==> src/rtl/mo_pkg.sv <==
package mo_pkg;
    parameter int unsigned SEQ_W = 16;
    typedef logic [SEQ_W-1:0] seq_t;

    // Per-table summary relative to the queried sequence number
    typedef struct packed {
        logic hit;        // queried op present
        logic hit_bar;    // queried op present as a barrier
        logic old_any;    // some older entry present
        logic old_bar;    // some older barrier present
        logic old_plain;  // some older non-barrier present
    } qview_t;

    // Wrap-around age: a older than b when (a-b) is negative as signed
    function automatic logic seq_older(input seq_t a, input seq_t b);
        seq_t d;
        d = a - b;
        return d[SEQ_W-1];
    endfunction
endpackage

==> src/rtl/mo_queue.sv <==
module mo_queue
    import mo_pkg::*;
#(
    parameter int unsigned DEPTH = 16,
    parameter int unsigned LIM_W = 5
) (
    input  logic             clk,
    input  logic             rst_n,
    input  logic             alloc,
    input  seq_t             alloc_idx,
    input  logic             alloc_bar,
    input  logic             free,
    input  seq_t             free_idx,
    input  seq_t             qry_idx,
    input  logic [LIM_W-1:0] limit,
    output logic             full,
    output logic             empty,
    output qview_t           view
);
    localparam int unsigned CNT_W  = $clog2(DEPTH + 1);
    localparam int unsigned SLOT_W = (DEPTH > 1) ? $clog2(DEPTH) : 1;

    logic [DEPTH-1:0]  valid_q;
    logic [DEPTH-1:0]  bar_q;
    seq_t              idx_q [DEPTH];
    logic [SLOT_W-1:0] slot;
    logic              have_slot;
    logic [CNT_W-1:0]  count;
    logic [LIM_W-1:0]  lim_cap;
    logic [DEPTH-1:0]  match_v;
    logic [DEPTH-1:0]  older_v;

    // lowest free slot
    always_comb begin
        slot      = '0;
        have_slot = 1'b0;
        for (int i = DEPTH - 1; i >= 0; i--) begin
            if (!valid_q[i]) begin
                slot      = SLOT_W'(i);
                have_slot = 1'b1;
            end
        end
    end

    always_ff @(posedge clk) begin
        if (!rst_n) begin
            valid_q <= '0;
            bar_q   <= '0;
        end else begin
            for (int i = 0; i < DEPTH; i++) begin
                if (free && valid_q[i] && idx_q[i] == free_idx)
                    valid_q[i] <= 1'b0;
                if (alloc && have_slot && slot == SLOT_W'(i)) begin
                    valid_q[i] <= 1'b1;
                    bar_q[i]   <= alloc_bar;
                end
            end
        end
    end

    // index storage needs no reset: qualified by valid_q
    always_ff @(posedge clk) begin
        for (int i = 0; i < DEPTH; i++) begin
            if (alloc && have_slot && slot == SLOT_W'(i))
                idx_q[i] <= alloc_idx;
        end
    end

    always_comb begin
        count = '0;
        for (int i = 0; i < DEPTH; i++)
            count = count + CNT_W'(valid_q[i]);
    end

    always_comb begin
        if (limit == '0 || limit > LIM_W'(DEPTH))
            lim_cap = LIM_W'(DEPTH);
        else
            lim_cap = limit;
    end

    assign full  = (LIM_W'(count) >= lim_cap);
    assign empty = (valid_q == '0);

    for (genvar g = 0; g < DEPTH; g++) begin : g_age
        assign match_v[g] = valid_q[g] && (idx_q[g] == qry_idx);
        assign older_v[g] = valid_q[g] && seq_older(idx_q[g], qry_idx);
    end

    assign view.hit       = |match_v;
    assign view.hit_bar   = |(match_v & bar_q);
    assign view.old_any   = |older_v;
    assign view.old_bar   = |(older_v & bar_q);
    assign view.old_plain = |(older_v & ~bar_q);
endmodule

==> src/rtl/mo_rules.sv <==
module mo_rules
    import mo_pkg::*;
(
    input  qview_t lq,
    input  qview_t sq,
    input  logic   no_alias,
    output logic   ready
);
    logic lq_ok;
    logic sq_ok;

    always_comb begin
        if (!lq.hit)
            lq_ok = 1'b1;
        else if (lq.hit_bar)
            lq_ok = !lq.old_any;
        else
            lq_ok = !lq.old_bar && (no_alias || !sq.old_plain);
    end

    always_comb begin
        if (!sq.hit)
            sq_ok = 1'b1;
        else if (sq.hit_bar)
            sq_ok = !sq.old_any;
        else
            sq_ok = !sq.old_any && !lq.old_any;
    end

    assign ready = (lq.hit || sq.hit) && lq_ok && sq_ok;
endmodule

==> src/rtl/memorder_tracker.sv <==
module memorder_tracker
    import mo_pkg::*;
#(
    parameter int unsigned LQ_DEPTH = 16,
    parameter int unsigned SQ_DEPTH = 16,
    parameter int unsigned LIM_W    = 5
) (
    input  logic             clk,
    input  logic             rst_n,
    input  logic             cfg_no_alias,
    input  logic [LIM_W-1:0] cfg_lq_limit,
    input  logic [LIM_W-1:0] cfg_sq_limit,
    input  logic             rsv_valid,
    input  logic [15:0]      rsv_idx,
    input  logic             rsv_may_load,
    input  logic             rsv_may_store,
    input  logic             rsv_side_fx,
    output logic             rsv_ok,
    output logic             rsv_stall,
    input  logic [15:0]      qry_idx,
    output logic             qry_ready,
    input  logic             exe_valid,
    input  logic [15:0]      exe_idx,
    output logic             lq_empty,
    output logic             sq_empty,
    output logic             lq_full,
    output logic             sq_full
);
    qview_t lq_view;
    qview_t sq_view;
    logic   lq_block;
    logic   sq_block;

    assign lq_block  = rsv_may_load  && lq_full;
    assign sq_block  = rsv_may_store && sq_full;
    assign rsv_ok    = rsv_valid && !lq_block && !sq_block;
    assign rsv_stall = rsv_valid && (lq_block || sq_block);

    mo_queue #(.DEPTH(LQ_DEPTH), .LIM_W(LIM_W)) u_lq (
        .clk       (clk),
        .rst_n     (rst_n),
        .alloc     (rsv_ok && rsv_may_load),
        .alloc_idx (rsv_idx),
        .alloc_bar (rsv_side_fx),
        .free      (exe_valid),
        .free_idx  (exe_idx),
        .qry_idx   (qry_idx),
        .limit     (cfg_lq_limit),
        .full      (lq_full),
        .empty     (lq_empty),
        .view      (lq_view)
    );

    mo_queue #(.DEPTH(SQ_DEPTH), .LIM_W(LIM_W)) u_sq (
        .clk       (clk),
        .rst_n     (rst_n),
        .alloc     (rsv_ok && rsv_may_store),
        .alloc_idx (rsv_idx),
        .alloc_bar (rsv_side_fx),
        .free      (exe_valid),
        .free_idx  (exe_idx),
        .qry_idx   (qry_idx),
        .limit     (cfg_sq_limit),
        .full      (sq_full),
        .empty     (sq_empty),
        .view      (sq_view)
    );

    mo_rules u_rules (
        .lq       (lq_view),
        .sq       (sq_view),
        .no_alias (cfg_no_alias),
        .ready    (qry_ready)
    );
endmodule

==> config.mk <==
export PLATFORM = sky130hd
export DESIGN_NAME = memorder_tracker
export DESIGN_NICKNAME = d
export VERILOG_FILES = /design/src/rtl/mo_pkg.sv /design/src/rtl/mo_queue.sv /design/src/rtl/mo_rules.sv /design/src/rtl/memorder_tracker.sv
export SDC_FILE = /design/constraint.sdc
export NUM_CORES = 2
export LEC_CHECK = 0
export BUFFER_PORTS_ARGS = -buffer_cell sky130_fd_sc_hd__buf_2
export CORE_MARGIN = 5
export CORE_UTILIZATION = 50
export DETAILED_ROUTE_END_ITERATION = 10
export PLACE_DENSITY = 0.66
export SETUP_SLACK_MARGIN = 0.4
export SLEW_MARGIN = 10
export SYNTH_ARGS = -nofsm -noshare
export SYNTH_HDL_FRONTEND = slang
export SYNTH_HIERARCHICAL = 1
export SYNTH_SLANG_ARGS = --single-unit
==> constraint.sdc <==
create_clock -name clk -period 14.05 [get_ports clk]
set_input_delay 0.7025 -clock clk [delete_from_list [all_inputs] [get_ports clk]]
set_output_delay 0.7025 -clock clk [all_outputs]
set_load 0.1 [all_outputs]
## Word level (Yosys, flattened, before mapping)

Memories as Yosys holds them, arrays and structs flattened.
Index checks and enable logic that the tools add are counted.
Widths: inputs -> output; s select.

| word-level totals | value |
|---|---|
| register bits | 64 |
| bits in writable memories | 512 |
| input port bits | 66 |
| output and inout bits | 7 |
| logic and storage cells | 779 |
| memories kept | 2 |

| cells by class | value |
|---|---|
| add/sub/neg operators | 62 |
| order comparisons | 4 |
| equal/unequal tests | 94 |
| muxes and demuxes | 288 |
| bitwise operators | 5 |
| reductions and logical operators | 260 |

Memory list:

| memory | words | bits a word | read ports | clocked after memory_dff | write ports | line | source |
|---|---|---|---|---|---|---|---|
| u_lq.idx_q | 16 | 16 | 16 | 0 | 1 | mo_queue.sv:25 | `seq_t idx_q [DEPTH];` |
| u_sq.idx_q | 16 | 16 | 16 | 0 | 1 | mo_queue.sv:25 |  |

Operator list:

| operator | count |
|---|---|
| $eq 16x16->1 | 64 |
| $reduce_or 16->1 | 38 |
| $sub 16x16->16 | 32 |
| $mux 16 | 30 |
| $mux 4 | 62 |
| $mux 1 | 194 |
| $logic_and 1x1->1 | 173 |
| $add 5x1->5 | 28 |
| $and 16x16->16 | 4 |
| $eq 4x4->1 const B | 16 |
| $reduce_bool 2->1 | 32 |
| $eq 4x3->1 const B | 8 |
| $logic_not 16->1 | 2 |
| $eq 4x2->1 const B | 4 |
| $not 16->16 | 1 |
| $ge 5x5->1 | 2 |
| $gt 5x5->1 const B | 2 |
| $logic_not 5->1 | 2 |
| $mux 5 | 2 |
| $eq 4x1->1 const B | 2 |
| $logic_not 4->1 | 2 |
| $logic_not 1->1 | 6 |
| $logic_or 1x1->1 | 5 |
| $add 1x1->2 | 2 |

## Logic depth before layout (Yosys ltp)

| logic depth | value |
|---|---|
| word-level depth | 41 |
| gate-level depth with buffers | 26 |

## Modules after synthesis

The synthesis kept the hierarchy.

Modules (own cells, without submodules):

| module | times used | cells each | area each (um2) |
|---|---|---|---|
| mo_queue (u_lq) | 1 | 1678 | 19005.7 |
| mo_queue (u_sq) | 1 | 1640 | 18799.3 |
| mo_rules | 1 | 9 | 50.0 |
| memorder_tracker | 1 | 6 | 42.5 |

## Worst setup path before layout

OpenSTA, ideal clock, no wires.

| path | value |
|---|---|
| kind | reg2out |
| start | register u_sq.valid_q[0] |
| end | output rsv_stall |
| arrival | 7.020 ns |
| data required time | 13.347 ns |
| setup slack | 6.328 ns |
| stages on the path, launching flop included | 18 |
| buffers on the path | 1 |
| cell sequence | dfxtp_1 > clkbuf_1 > inv_1 > fa_1 > fa_1 > fa_1 > fa_1 > inv_1 > ha_1 > fa_1 > xor2_1 > ha_1 > a21oi_1 > nor2b_1 > o21ai_0 > nand2b_1 > nand2_1 > a21boi_0 |

| between the ends | value |
|---|---|
| word-level cells in the longest chain between the ends | 19 |

Ends and longest elaborated chain:

| item | line | source |
|---|---|---|
| start, declared | mo_queue.sv:23 | `logic [DEPTH-1:0] valid_q;` |
| start signal, assigned | mo_queue.sv:47 | `valid_q <= '0;` |
| start signal, assigned by index | mo_queue.sv:52 | `valid_q[i] <= 1'b0;` |
| start signal, assigned by index | mo_queue.sv:54 | `valid_q[i] <= 1'b1;` |
| $add 1x1->2 | mo_queue.sv:72 | `count = count + CNT_W'(valid_q[i]);` |
| $add 5x1->5 (14 in series) | mo_queue.sv:72 |  |
| $ge 5x5->1 | mo_queue.sv:82 | `assign full = (LIM_W'(count) >= lim_cap);` |
| via sq_full | memorder_tracker.sv:27 | `output logic sq_full` |
| $logic_and 1x1->1 | memorder_tracker.sv:35 | `assign sq_block = rsv_may_store && sq_full;` |
| $logic_or 1x1->1 | memorder_tracker.sv:37 | `assign rsv_stall = rsv_valid && (lq_block \|\| sq_block);` |
| $logic_and 1x1->1 | memorder_tracker.sv:37 |  |
| end, declared | memorder_tracker.sv:19 | `output logic rsv_stall,` |

The timed path passes the listed nets, and every way through them passes these cells.

## Worst setup path after layout

| path | value |
|---|---|
| start | register u_lq.valid_q[0] |
| end | memory u_sq/idx_q[1][105] (netlist bit) (enable) |

| between the ends | value |
|---|---|
| word-level cells in the longest chain between the ends | 41 |
| elaborated cells on any way between the ends | 115 |
| classes of those cells | 15 x add/sub; 1 x order compare; 62 x mux; 37 x reduce/logical |

Ends and longest elaborated chain:

| item | line | source |
|---|---|---|
| start, declared | mo_queue.sv:23 |  |
| start signal, assigned | mo_queue.sv:47 |  |
| start signal, assigned by index | mo_queue.sv:52 |  |
| start signal, assigned by index | mo_queue.sv:54 |  |
| $add 1x1->2 (*) | mo_queue.sv:72 |  |
| $add 5x1->5 (*) (14 in series) | mo_queue.sv:72 |  |
| $ge 5x5->1 (*) | mo_queue.sv:82 |  |
| $logic_and 1x1->1 (*) | memorder_tracker.sv:34 | `assign lq_block = rsv_may_load && lq_full;` |
| $logic_not 1->1 (*) | memorder_tracker.sv:36 | `assign rsv_ok = rsv_valid && !lq_block && !sq_block;` |
| $logic_and 1x1->1 (*) (2 in series) | memorder_tracker.sv:36 |  |
| $logic_and 1x1->1 (*) | memorder_tracker.sv:57 | `.alloc (rsv_ok && rsv_may_store),` |
| $logic_and 1x1->1 (*) | mo_queue.sv:64 | `if (alloc && have_slot && slot == SLOT_W'(i))` |
| $logic_and 1x1->1 | mo_queue.sv:64 |  |
| $mux 1 | mo_queue.sv:64 |  |
| $mux 1 (implied by the code) | mo_queue.sv:65 | `idx_q[i] <= alloc_idx;` |
| $reduce_or 16->1 (no line) | - |  |
| $mux 4 (no line) / $mux 1 (equally long branches) (15 in series) | - |  |
| end, declared | mo_queue.sv:25 |  |

Mark *: on every way between the ends. The rest lies on a longest branch, timed or not.

==> flow_metrics.env <==
export IMPL_timing_final_crit_period_ns=7.14
export IMPL_syn_nets=3867
export IMPL_grt_pass1_vias=29800
export IMPL_switchingPower_mw=1.09
export IMPL_worstReg2RegEnd="u_sq/idx_q[1][105]"
export IMPL_p_clk_share_pct=42.5
export IMPL_switching_share_pct=26.1
export IMPL_drtAntennaViolNets=0
export IMPL_worstHoldStart="u_sq/bar_q[11]"
export IMPL_worst_slew_pin_slew_ns=1.06
export IMPL_power_density_mw_per_mm2=100
export IMPL_grt_usage_pct=32.7
export IMPL_dp_final_hpwl_um=83400
export IMPL_crit_arrival_ns=7.38
export IMPL_worst_setup_path_end_kind="register"
export IMPL_intPower_mw=3.07
export IMPL_die_x_um=284
export IMPL_drt_iter0_drc=2795
export IMPL_clock_skew_ns=0.0237
export IMPL_cts_tree="done"
export IMPL_io_buffers=72
export IMPL_clock_path_buffers=3
export IMPL_seq_power_share_pct=45.2
export IMPL_outcome="complete, no violations"
export IMPL_whs_ns=0.467
export IMPL_postCtsHoldBufs=0
export IMPL_cp_common_cell="fa_1"
export IMPL_cpMaxStageDelayCell="dfxtp_1"
export IMPL_rsz0062_at_grt="no"
export IMPL_drc=0
export IMPL_row_count=100
export IMPL_cts_repair_resized=0
export IMPL_dr_total_vias=29100
export IMPL_cp_endpoint="u_sq/idx_q[1][105]"
export IMPL_min_period_over_period_pct=50.8
export IMPL_clk_pin_slew_ns=0.06
export IMPL_r2r_slack_ns=6.91
export IMPL_ir_drop_mv=0.0935
export IMPL_die_h_um=284
export IMPL_clock_sinks=576
export IMPL_worst_path_stages=23
export IMPL_crit_path_max_incr_delay_ns=0.63
export IMPL_cts_made_buffers=68
export IMPL_dieArea_mm2=0.0806
export IMPL_combPwrFrac_pct=12.3
export IMPL_critPathBufInv=4
export IMPL_clock_latency_ns=0.62
export IMPL_hold_class="register to register"
export IMPL_post_cts_buffers=0
export IMPL_pin_count=73
export IMPL_crit_family="adder cells"
export IMPL_rr_startpoint="u_lq/valid_q[0]"
export IMPL_power_leakage_nw=15.6
export IMPL_root_buffer="clkbuf_16"
export IMPL_core_area_mm2=0.0744
export IMPL_critPathLaunch="u_lq/valid_q[0]"
export IMPL_drt_wl_total_um=135000
export IMPL_gp_congestion=0.987
export IMPL_r2r_cells=23
export IMPL_antenna_found_initial=3
export IMPL_worstPathRequired_ns=14.28
export IMPL_overflow=0
export IMPL_worst_path_max_fanout=16
export IMPL_start_kind="register"
export IMPL_via_per_inst=6.55
export IMPL_drive_gt1_share_pct=8.20
export IMPL_maxCapViolCount=0
export IMPL_first_pass_iters=7
export IMPL_yosys_warnings=6
export IMPL_drv_slew=0
export IMPL_netlist_instances=3277
export IMPL_hold_viol_final=0
export IMPL_netlist_area_mm2=0.0375
export IMPL_crit_chain="inv_1 > fa_1 > fa_1 > fa_1 > fa_1 > inv_1 > ha_1 > fa_1 > ha_1 > a21o_1 > a21oi_1 > nor2b_1 > o21ai_0 > nand2b_1 > nand2_1 > and4b_1 > and3_1 > nand3_1 > nor2_1 > o311ai_0 > buf_4 > or2_1 > inv_1"
export IMPL_setup_worst_path_class="register to register"
export IMPL_area_growth_pct=10.8
export IMPL_fmax_mhz=140
export IMPL_syn_avg_cell_area_um2=11.4
export IMPL_grt_max_degree=36
export IMPL_nNetsFinal=3998
export IMPL_finalSetupViolCount=0
export IMPL_relSlewSlack_pct=29.3
export IMPL_avgRoutedWirePerCell_um=30.5
export IMPL_start_util_pct=50.4
export IMPL_grt_first_pass_wirelength_um=195000
export IMPL_setup_tns_ns=0
export IMPL_cts_htree_levels=3
==> sequential cells by signal, indices dropped and copies added, names as in the netlist <==
register / flops
u_sq/idx_q: 256
u_lq/bar_q: 16
u_sq/valid_q: 16
u_lq/idx_q: 256
u_lq/valid_q: 16
u_sq/bar_q: 16
==> power groups by stage <==
stage / Sequential, mW / Combinational (mW) / Clock, mW
2_1_floorplan: 1.91 / 0.284 / 0
3_3_place_gp: 1.91 / 0.484 / 0
3_5_place_dp: 1.91 / 0.496 / 0
4_1_cts: 1.88 / 0.499 / 1.79
5_1_grt: 1.88 / 0.540 / 1.86
6_report: 1.88 / 0.513 / 1.77
==> per-layer routing <==
| metal | wire length [um] | vias up | global-route usage, % | part of all wire, % |
|---|---|---|---|---|
| met3 | 10600 | 574 | 4.87 | 7.9 |
| li1 | - | 12600 | - | - |
| met5 | 0 | - | 0 | 0 |
| met1 | 50500 | 14200 | 39.2 | 37 |
| met4 | 10200 | 0 | 20.1 | 7.6 |
| met2 | 64000 | 1664 | 55.6 | 47 |
==> worst reg2reg max path, stage by stage (launching register included) <==
cell      delay, ns
dfxtp_1        0.63
inv_1          0.23
fa_1           0.61
fa_1           0.45
fa_1           0.51
fa_1           0.51
inv_1          0.05
ha_1           0.20
fa_1           0.45
ha_1           0.30
a21o_1         0.16
a21oi_1        0.13
nor2b_1        0.05
o21ai_0        0.14
nand2b_1       0.12
nand2_1        0.10
and4b_1        0.33
and3_1         0.32
nand3_1        0.22
nor2_1         0.16
o311ai_0       0.13
buf_4          0.21
or2_1          0.27
inv_1          0.48
==> stage by stage <==
| stage | instances | util, % | power (mW) | worst slack, ns | cell area [um^2] |
|---|---|---|---|---|---|
| finish | 4437 | 55.8 | 4.16 | 6.91 | 41600 |
| global route | 4433 | 55.8 | 4.28 | 6.53 | 41500 |
| CTS | 4433 | 55.8 | 4.17 | 6.71 | 41500 |
| detailed placement | 4307 | 52.9 | 2.41 | 6.73 | 39300 |
| global placement | 4307 | 52.9 | 2.40 | 6.78 | 39300 |
| floorplan | 3277 | - | 2.20 | 6.36 | 37500 |
==> cells in the final DEF, fill, tap and decap left out, types with 16 or more instances in the layout <==
master,n
edfxtp_1,512
ha_1,504
xnor2_1,396
nand4_1,177
xor2_1,167
inv_1,165
nand2_1,142
a21oi_1,138
nand3_1,115
buf_4,84
nor2_1,84
buf_2,72
o21ai_0,72
clkbuf_16,69
nor3_1,67
dfxtp_1,64
nor4_1,60
o21a_1,45
a31oi_1,35
mux2i_1,35
nor2b_1,32
a21o_1,27
nand2b_1,26
a2111o_1,23
clkbuf_1,21
a211oi_1,20
fa_1,20
and3_1,19
and4_1,18
nand3b_1,17
o211ai_1,16
or4_1,16
==> how the worst min path moves through the flow <==
| stage | to | cells after the start |
|---|---|---|
| after floorplan | u_sq/bar_q[11] | 2 |
| after CTS | u_lq/bar_q[12] | 2 |
| after detailed placement | u_sq/bar_q[4] | 2 |
| after global routing | u_sq/bar_q[5] | 2 |
| after global placement | u_sq/bar_q[5] | 2 |
| final | u_sq/bar_q[11] | 2 |
==> cell type report <==
type | count | area (um^2)
Tap cell | 969 | 1210
Clock buffer | 97 | 1900
Antenna cell | 4 | 10.0
Timing Repair Buffer | 156 | 991
Fill cell | 6160 | 32900
Clock inverter | 29 | 294
Multi-Input combinational cell | 2438 | 19900
Sequential cell | 576 | 16700
Inverter | 168 | 631
Power figures use the tool's default switching activity.
